<file path="src/rtl/rsw_pkg.sv">
package rsw_pkg;

  // Which source feeds the read-data register
  typedef enum logic [1:0] {
    SEL_NONE = 2'd0,
    SEL_ROM  = 2'd1,
    SEL_SRAM = 2'd2,
    SEL_IO   = 2'd3
  } sel_e;

endpackage

</file>
<file path="src/rtl/rsw_decode.sv">
module rsw_decode
  import rsw_pkg::*;
#(
  parameter int ADDR_W      = 16,
  parameter int WIN_W       = 13,
  parameter int ROM_WIN_IDX = 2,
  parameter int RAM_WIN_IDX = 3,
  parameter int IO_W        = 4,
  parameter logic [ADDR_W-1:0] IO_BASE = 16'h7FC0
) (
  input  logic [ADDR_W-1:0] addr,
  output sel_e              sel,
  output logic              in_ram_win,
  output logic [IO_W-1:0]   io_off
);

  localparam int HI_W  = ADDR_W - WIN_W;
  localparam int TAG_W = ADDR_W - IO_W;
  localparam logic [HI_W-1:0]  ROM_TAG = HI_W'(ROM_WIN_IDX);
  localparam logic [HI_W-1:0]  RAM_TAG = HI_W'(RAM_WIN_IDX);
  localparam logic [TAG_W-1:0] IO_TAG  = IO_BASE[ADDR_W-1:IO_W];

  logic in_rom_win;
  logic in_io;

  always_comb begin
    in_rom_win = (addr[ADDR_W-1:WIN_W] == ROM_TAG);
    in_ram_win = (addr[ADDR_W-1:WIN_W] == RAM_TAG);
    in_io      = in_ram_win && (addr[ADDR_W-1:IO_W] == IO_TAG);
    io_off     = addr[IO_W-1:0];
    if (in_rom_win)      sel = SEL_ROM;
    else if (in_io)      sel = SEL_IO;
    else if (in_ram_win) sel = SEL_SRAM;
    else                 sel = SEL_NONE;
  end

endmodule

</file>
<file path="src/rtl/rsw_bank_snoop.sv">
module rsw_bank_snoop #(
  parameter int WIN_W  = 13,
  parameter int BANK_W = 4,
  parameter int DATA_W = 8,
  parameter logic [WIN_W-1:0] BANK_OFF = 13'h1FC4
) (
  input  logic              clk,
  input  logic              wr_en,
  input  logic [WIN_W-1:0]  wr_off,
  input  logic [DATA_W-1:0] wr_data,
  output logic [BANK_W-1:0] bank
);

  // Copy of the bank nibble, refreshed whenever the CPU stores to
  // the SRAM cell that holds it. No reset: the bank starts undefined.
  logic              hit;
  logic [BANK_W-1:0] bank_d;
  logic [BANK_W-1:0] bank_q;

  always_comb begin
    hit    = wr_en && (wr_off == BANK_OFF);
    bank_d = wr_data[BANK_W-1:0];
  end

  always_ff @(posedge clk) begin
    if (hit) bank_q <= bank_d;
  end

  assign bank = bank_q;

endmodule

</file>
<file path="src/rtl/rsw_sync.sv">
module rsw_sync #(
  parameter int STAGES = 2
) (
  input  logic clk,
  input  logic rst_n,
  input  logic d_async,
  output logic q
);

  logic [STAGES-1:0] chain_q;
  logic [STAGES-1:0] chain_d;

  generate
    if (STAGES == 1) begin : g_one
      always_comb chain_d = d_async;
    end else begin : g_many
      always_comb chain_d = {chain_q[STAGES-2:0], d_async};
    end
  endgenerate

  always_ff @(posedge clk or negedge rst_n) begin
    if (!rst_n) chain_q <= '0;
    else        chain_q <= chain_d;
  end

  assign q = chain_q[STAGES-1];

endmodule

</file>
<file path="src/rtl/rsw_rdata.sv">
module rsw_rdata
  import rsw_pkg::*;
#(
  parameter int DATA_W = 8,
  parameter int IO_W   = 4,
  parameter logic [IO_W-1:0]   IO_BANK_IDX = 4'd4,
  parameter logic [IO_W-1:0]   IO_SW_IDX   = 4'd6,
  parameter logic [DATA_W-1:0] SW_ON_VAL   = 8'hFB
) (
  input  logic              clk,
  input  logic              rst_n,
  input  logic              rd_en,
  input  sel_e              sel,
  input  logic [IO_W-1:0]   io_off,
  input  logic              sw_sync,
  input  logic [DATA_W-1:0] rom_data,
  input  logic [DATA_W-1:0] sram_rdata,
  output logic [DATA_W-1:0] rdata
);

  localparam logic [DATA_W-1:0] IDLE_VAL = '1;

  logic [DATA_W-1:0] io_val;
  logic [DATA_W-1:0] mux_val;
  logic [DATA_W-1:0] rdata_d;
  logic [DATA_W-1:0] rdata_q;

  always_comb begin
    if (io_off == IO_BANK_IDX)    io_val = sram_rdata;
    else if (io_off == IO_SW_IDX) io_val = sw_sync ? SW_ON_VAL : IDLE_VAL;
    else                          io_val = IDLE_VAL;

    unique case (sel)
      SEL_ROM:  mux_val = rom_data;
      SEL_SRAM: mux_val = sram_rdata;
      SEL_IO:   mux_val = io_val;
      default:  mux_val = IDLE_VAL;
    endcase

    rdata_d = rd_en ? mux_val : rdata_q;
  end

  always_ff @(posedge clk or negedge rst_n) begin
    if (!rst_n) rdata_q <= IDLE_VAL;
    else        rdata_q <= rdata_d;
  end

  assign rdata = rdata_q;

endmodule

</file>
<file path="src/rtl/rom_sram_window.sv">
module rom_sram_window
  import rsw_pkg::*;
#(
  parameter int ADDR_W      = 16,
  parameter int DATA_W      = 8,
  parameter int WIN_W       = 13,
  parameter int BANK_W      = 4,
  parameter int ROM_AW      = 20,
  parameter int ROM_WIN_IDX = 2,
  parameter int RAM_WIN_IDX = 3,
  parameter int SYNC_STAGES = 2,
  parameter logic [ADDR_W-1:0] IO_BASE  = 16'h7FC0,
  parameter logic [WIN_W-1:0]  BANK_OFF = 13'h1FC4
) (
  input  logic              clk,
  input  logic              rst_n,
  input  logic [ADDR_W-1:0] bus_addr,
  input  logic [DATA_W-1:0] bus_wdata,
  input  logic              bus_rd,
  input  logic              bus_wr,
  output logic [DATA_W-1:0] bus_rdata,
  input  logic              fw_switch,
  output logic [ROM_AW-1:0] rom_addr,
  input  logic [DATA_W-1:0] rom_data,
  output logic [WIN_W-1:0]  sram_addr,
  output logic [DATA_W-1:0] sram_wdata,
  output logic              sram_we,
  input  logic [DATA_W-1:0] sram_rdata
);

  localparam int IO_W  = 4;
  localparam int PAD_W = ROM_AW - BANK_W - WIN_W;
  localparam logic [IO_W-1:0] IO_BANK_IDX = BANK_OFF[IO_W-1:0];
  localparam logic [IO_W-1:0] IO_SW_IDX   = IO_BANK_IDX + IO_W'(2);

  sel_e              sel;
  logic              in_ram_win;
  logic [IO_W-1:0]   io_off;
  logic              ram_wr;
  logic              rd_en;
  logic [BANK_W-1:0] bank;
  logic              sw_sync;

  rsw_decode #(
    .ADDR_W(ADDR_W), .WIN_W(WIN_W), .ROM_WIN_IDX(ROM_WIN_IDX),
    .RAM_WIN_IDX(RAM_WIN_IDX), .IO_W(IO_W), .IO_BASE(IO_BASE)
  ) u_decode (
    .addr(bus_addr), .sel(sel), .in_ram_win(in_ram_win), .io_off(io_off)
  );

  // A write wins over a read in the same cycle
  always_comb begin
    ram_wr = bus_wr && in_ram_win;
    rd_en  = bus_rd && !bus_wr;
  end

  rsw_bank_snoop #(
    .WIN_W(WIN_W), .BANK_W(BANK_W), .DATA_W(DATA_W), .BANK_OFF(BANK_OFF)
  ) u_bank (
    .clk(clk), .wr_en(ram_wr), .wr_off(bus_addr[WIN_W-1:0]),
    .wr_data(bus_wdata), .bank(bank)
  );

  rsw_sync #(.STAGES(SYNC_STAGES)) u_sync (
    .clk(clk), .rst_n(rst_n), .d_async(fw_switch), .q(sw_sync)
  );

  rsw_rdata #(
    .DATA_W(DATA_W), .IO_W(IO_W), .IO_BANK_IDX(IO_BANK_IDX),
    .IO_SW_IDX(IO_SW_IDX), .SW_ON_VAL(8'hFB)
  ) u_rdata (
    .clk(clk), .rst_n(rst_n), .rd_en(rd_en), .sel(sel), .io_off(io_off),
    .sw_sync(sw_sync), .rom_data(rom_data), .sram_rdata(sram_rdata),
    .rdata(bus_rdata)
  );

  generate
    if (PAD_W > 0) begin : g_pad
      assign rom_addr = {{PAD_W{1'b0}}, bank, bus_addr[WIN_W-1:0]};
    end else begin : g_nopad
      assign rom_addr = {bank, bus_addr[WIN_W-1:0]};
    end
  endgenerate

  assign sram_addr  = bus_addr[WIN_W-1:0];
  assign sram_wdata = bus_wdata;
  assign sram_we    = ram_wr;

endmodule

</file>
<file path="config.mk">
export PLATFORM = sky130hd
export DESIGN_NAME = rom_sram_window
export DESIGN_NICKNAME = d
export VERILOG_FILES = /design/src/rtl/rsw_pkg.sv /design/src/rtl/rsw_decode.sv /design/src/rtl/rsw_bank_snoop.sv /design/src/rtl/rsw_sync.sv /design/src/rtl/rsw_rdata.sv /design/src/rtl/rom_sram_window.sv
export SDC_FILE = /design/constraint.sdc
export NUM_CORES = 1
export LEC_CHECK = 0
export BUFFER_PORTS_ARGS = -buffer_cell sky130_fd_sc_hd__buf_4
export CAP_MARGIN = 25
export CORE_ASPECT_RATIO = 0.9
export CORE_MARGIN = 3
export CORE_UTILIZATION = 37
export DETAILED_ROUTE_END_ITERATION = 7
export GPL_TIMING_DRIVEN = 0
export HOLD_SLACK_MARGIN = 0.08
export MAX_ROUTING_LAYER = met4
export PLACE_DENSITY = 0.86
export SKIP_CTS_REPAIR_TIMING = 1
export SYNTH_ARGS = -nofsm -noshare
export SYNTH_HDL_FRONTEND = slang
export SYNTH_HIERARCHICAL = 1
export SYNTH_SLANG_ARGS = --single-unit
</file>
<file path="constraint.sdc">
create_clock -name clk -period 0.8 [get_ports clk]
set_input_delay 0.16 -clock clk [delete_from_list [all_inputs] [get_ports clk]]
set_output_delay 0.16 -clock clk [all_outputs]
set_load 0.02 [all_outputs]
</file>
==> flow_summary_export.csv <==
group,metric,value,unit
cells_and_area,area_delta_synth_final,97.8,%
grt,grt_usage,19.0,%
worst_setup_path,critPathRequiredTime,0.75,ns
synth,syn_inst,105,
worst_setup_path,slowest_delay,0.47,ns
clock_tree,clk_latency,0.27,ns
synth,synth_cell_types,24,
power,peakVddDrop,0.000822,V
cells_and_area,final_common_cell,"buf_4",
synth,synth-edff-count,4,
power,p_comb_share,45.9,%
routing,wl_per_cell,15.3,um
routing,drc,0,
worst_setup_path,critical_path_class,"in -> reg",
power,p_seq_share,37.0,%
cells_and_area,final_layout_size_suffix_gt1_share,79.5,%
placement,io_buffers,87,
grt,grt_pass1_vias,1089,
clock_tree,clock_path_buffers,2,
cells_and_area,seq_area,380,um^2
worst_setup_path,critical_path_arrival,1.38,ns
floorplan,io_pins,95,
synth,synth_top_family_by_area,"buffers and inverters",
cells_and_area,fillers,155,
routing,via_per_inst,4.56,
timing,hold_viol,0,
power,power.density,1150,nW/um^2
clock_tree,cts.sinks,14,
worst_setup_path,crit_path_top_delay_cell,"or4b_4",
synth,synthesis.area,1040,um^2
timing,period_minus_slack,1.42,ns
timing,setup_viol,27,
floorplan,dieWidth,61.9,um
clock_tree,cts_tree,"done",
run_status,violations,"negative setup slack",
floorplan,rows,17,
synth,ys_async_sr_fraction,71.4,%
worst_setup_path,critPathLaunchType,"primary input",
routing,ant_nets,0,
cells_and_area,n_antenna_cell,0,
run_status,status,"complete, but fails checks",
timing,drv_slew,0,
grt,grt_pass1_wl,4.91,mm
clock_tree,clock-root-buffer,"clkbuf_4",
synth,yosysWarnings,6,
clock_tree,path_clk_slew,0.08,ns
worst_setup_path,worst-path-buf-inv,1,
routing,drt_wl_total,3.80,mm
synth,synth_fa_ha_area_share,0,%
power,power.internal,1610,uW
synth,synthXorXnorAreaFrac,0,%
floorplan,core,2570,um^2
synth,syn_area_per_cell,9.91,um^2
synth,synth_mux_area_share,0,%
flow_run,cap_violations,0,
clock_tree,cts_buffers,3,
timing,setup_ws,-0.624,ns
timing,finalCritPeriodShare,178,%
worst_setup_path,critPathCaptureType,"flip-flop",
synth,ys.flop_type,"dfstp_2",
worst_setup_path,crit_fanout,4,
timing,finClkSkew,0.000152,ns
grt,antenna_found_initial,0,
power,swShare,31.9,%
worst_setup_path,cp_top_family,"simple AND/OR/NAND/NOR gates",
routing,drt_iter0_markers,24,
placement,place.gp.congestion,0.845,
placement,placed_area,1770,um^2
floorplan,die_y,56.3,um
synth,synth-compound-area-share,11.1,%
routing,vias,1130,
power,pwr-share-clk,17.1,%
grt,gr-total-overflow,0,
routing,dr.pass1.iters,4,
synth,synth_simple_gate_area_share,20.4,%
cells_and_area,multi_input_area,440,um^2
placement,preCtsSetupSlack,-0.952,ns
grt,grt_max_degree,11,
floorplan,start_util,40.4,%
power,p_leak,0.00101,uW
cells_and_area,final_cell_mix,"buf_4, buf_6, nand2b_1, dfstp_2, nand3_1",
cells_and_area,nets,256,
timing,fmax,702,MHz
synth,ys_seq_area_share,36.5,%
timing,rsz0062_at_grt,"yes",
power,power.net_switching,757,uW
synth,synth-seq-cells,14,
clock_tree,ctsHtreeMaxLevel,1,
placement,dp_hpwl,2.77,mm
worst_setup_path,worstPathCellList,"buf_6 -> nand2b_4 -> nor2_2 -> and2_4 -> or4b_4 -> nor4_4",
hold_path,min_path_type,"in -> reg",
floorplan,die_area,3490,um^2
cells_and_area,post-route-cell-area,2060,um^2
## metal layers
metal,share of wire [%],track usage (%)
met3,4.8,5.06
met5,0,-
met1,35,18.8
met2,57,34.7
met4,3.2,5.76
## tightest hold or removal path, stage by stage
cell and delay [ns]:
buf_4 0.08, o221ai_2 0.07, nand3_1 0.09
## through the flow
| stage | utilization [%] | setup TNS, ns | hold slack (ns) | power, uW | std cells |
|---|---|---|---|---|---|
| detailed placement | 68.8 | -10.48 | -0.00510 | 1810 | 232 |
| floorplan | - | -7.01 | -0.136 | 1360 | 107 |
| global placement | 68.8 | -9.67 | -0.00914 | 1790 | 232 |
| finish | 80.0 | -8.63 | 0.164 | 2370 | 248 |
| global route | 80.0 | -9.63 | 0.157 | 2510 | 248 |
| CTS | 69.8 | -10.18 | -0.308 | 2210 | 236 |
## sequential cells by signal, indices dropped and copies added (netlist names)
| name | cells |
|---|---|
| u_rdata/rdata | 8 |
| u_sync/chain_q | 2 |
| u_bank/bank | 4 |
## final timing paths
path	start	to	slack (ns)	depth (start not counted)
max in group asynchronous	rst_n	u_rdata/rdata[2]$_DFFE_PN1P_	0.29	2
max	bus_addr[15]	u_bank/bank[2]$_DFFE_PP_	-0.62	6
min in group asynchronous	rst_n	u_sync/chain_q[1]$_DFF_PN0_	0.29	2
min reg2reg	u_sync/chain_q[0]$_DFF_PN0_	u_sync/chain_q[1]$_DFF_PN0_	0.36	0
max reg2reg	u_sync/chain_q[1]$_DFF_PN0_	u_rdata/rdata[2]$_DFFE_PN1P_	-0.05	3
min	rom_data[5]	u_rdata/rdata[5]$_DFFE_PN1P_	0.16	3
## logic make-up (layout without fill, tap and decap cells)
| group | count (synthesis) | in the layout |
|---|---|---|
| AND/OR/NAND/NOR | 32 | 32 |
| flip-flops | 14 | 14 |
| other | 1 | 3 |
| buffers and inverters | 46 | 149 |
| AO/OA/AOI/OAI | 12 | 12 |
## final cells by class
cell class                 instances  area share (%)
sequential                        14            18.5
clock inverter                     1           0.182
multi-input combinational         47            21.4
clock buffer                       3            1.09
inverter                           3           0.547
tap                               38            2.31
buffer                            43            15.7
timing repair buffer              99            40.3
## power groups by stage
stage | sequential, uW | combinational (uW) | clock [uW]
2_1_floorplan | 948 | 417 | 0
3_3_place_gp | 875 | 914 | 0
3_5_place_dp | 878 | 935 | 0
4_1_cts | 865 | 938 | 410
5_1_grt | 888 | 1150 | 474
6_report | 878 | 1090 | 404
## cells in the mapped netlist (2+ instances only)
| master | n | area [um^2] |
|---|---|---|
| buf_2 | 2 | 10.0 |
| or2_2 | 2 | 12.5 |
| nand2b_1 | 10 | 62.6 |
| dfrtp_1 | 2 | 50.1 |
| dfstp_2 | 8 | 210 |
| o221ai_1 | 8 | 70.1 |
| nand3_1 | 8 | 40.0 |
| edfxtp_1 | 4 | 120 |
| buf_4 | 41 | 308 |
| nor2_1 | 2 | 7.51 |
| nand4_1 | 3 | 18.8 |
| inv_1 | 3 | 11.3 |
No activity file was read; power rests on OpenSTA's default activity.
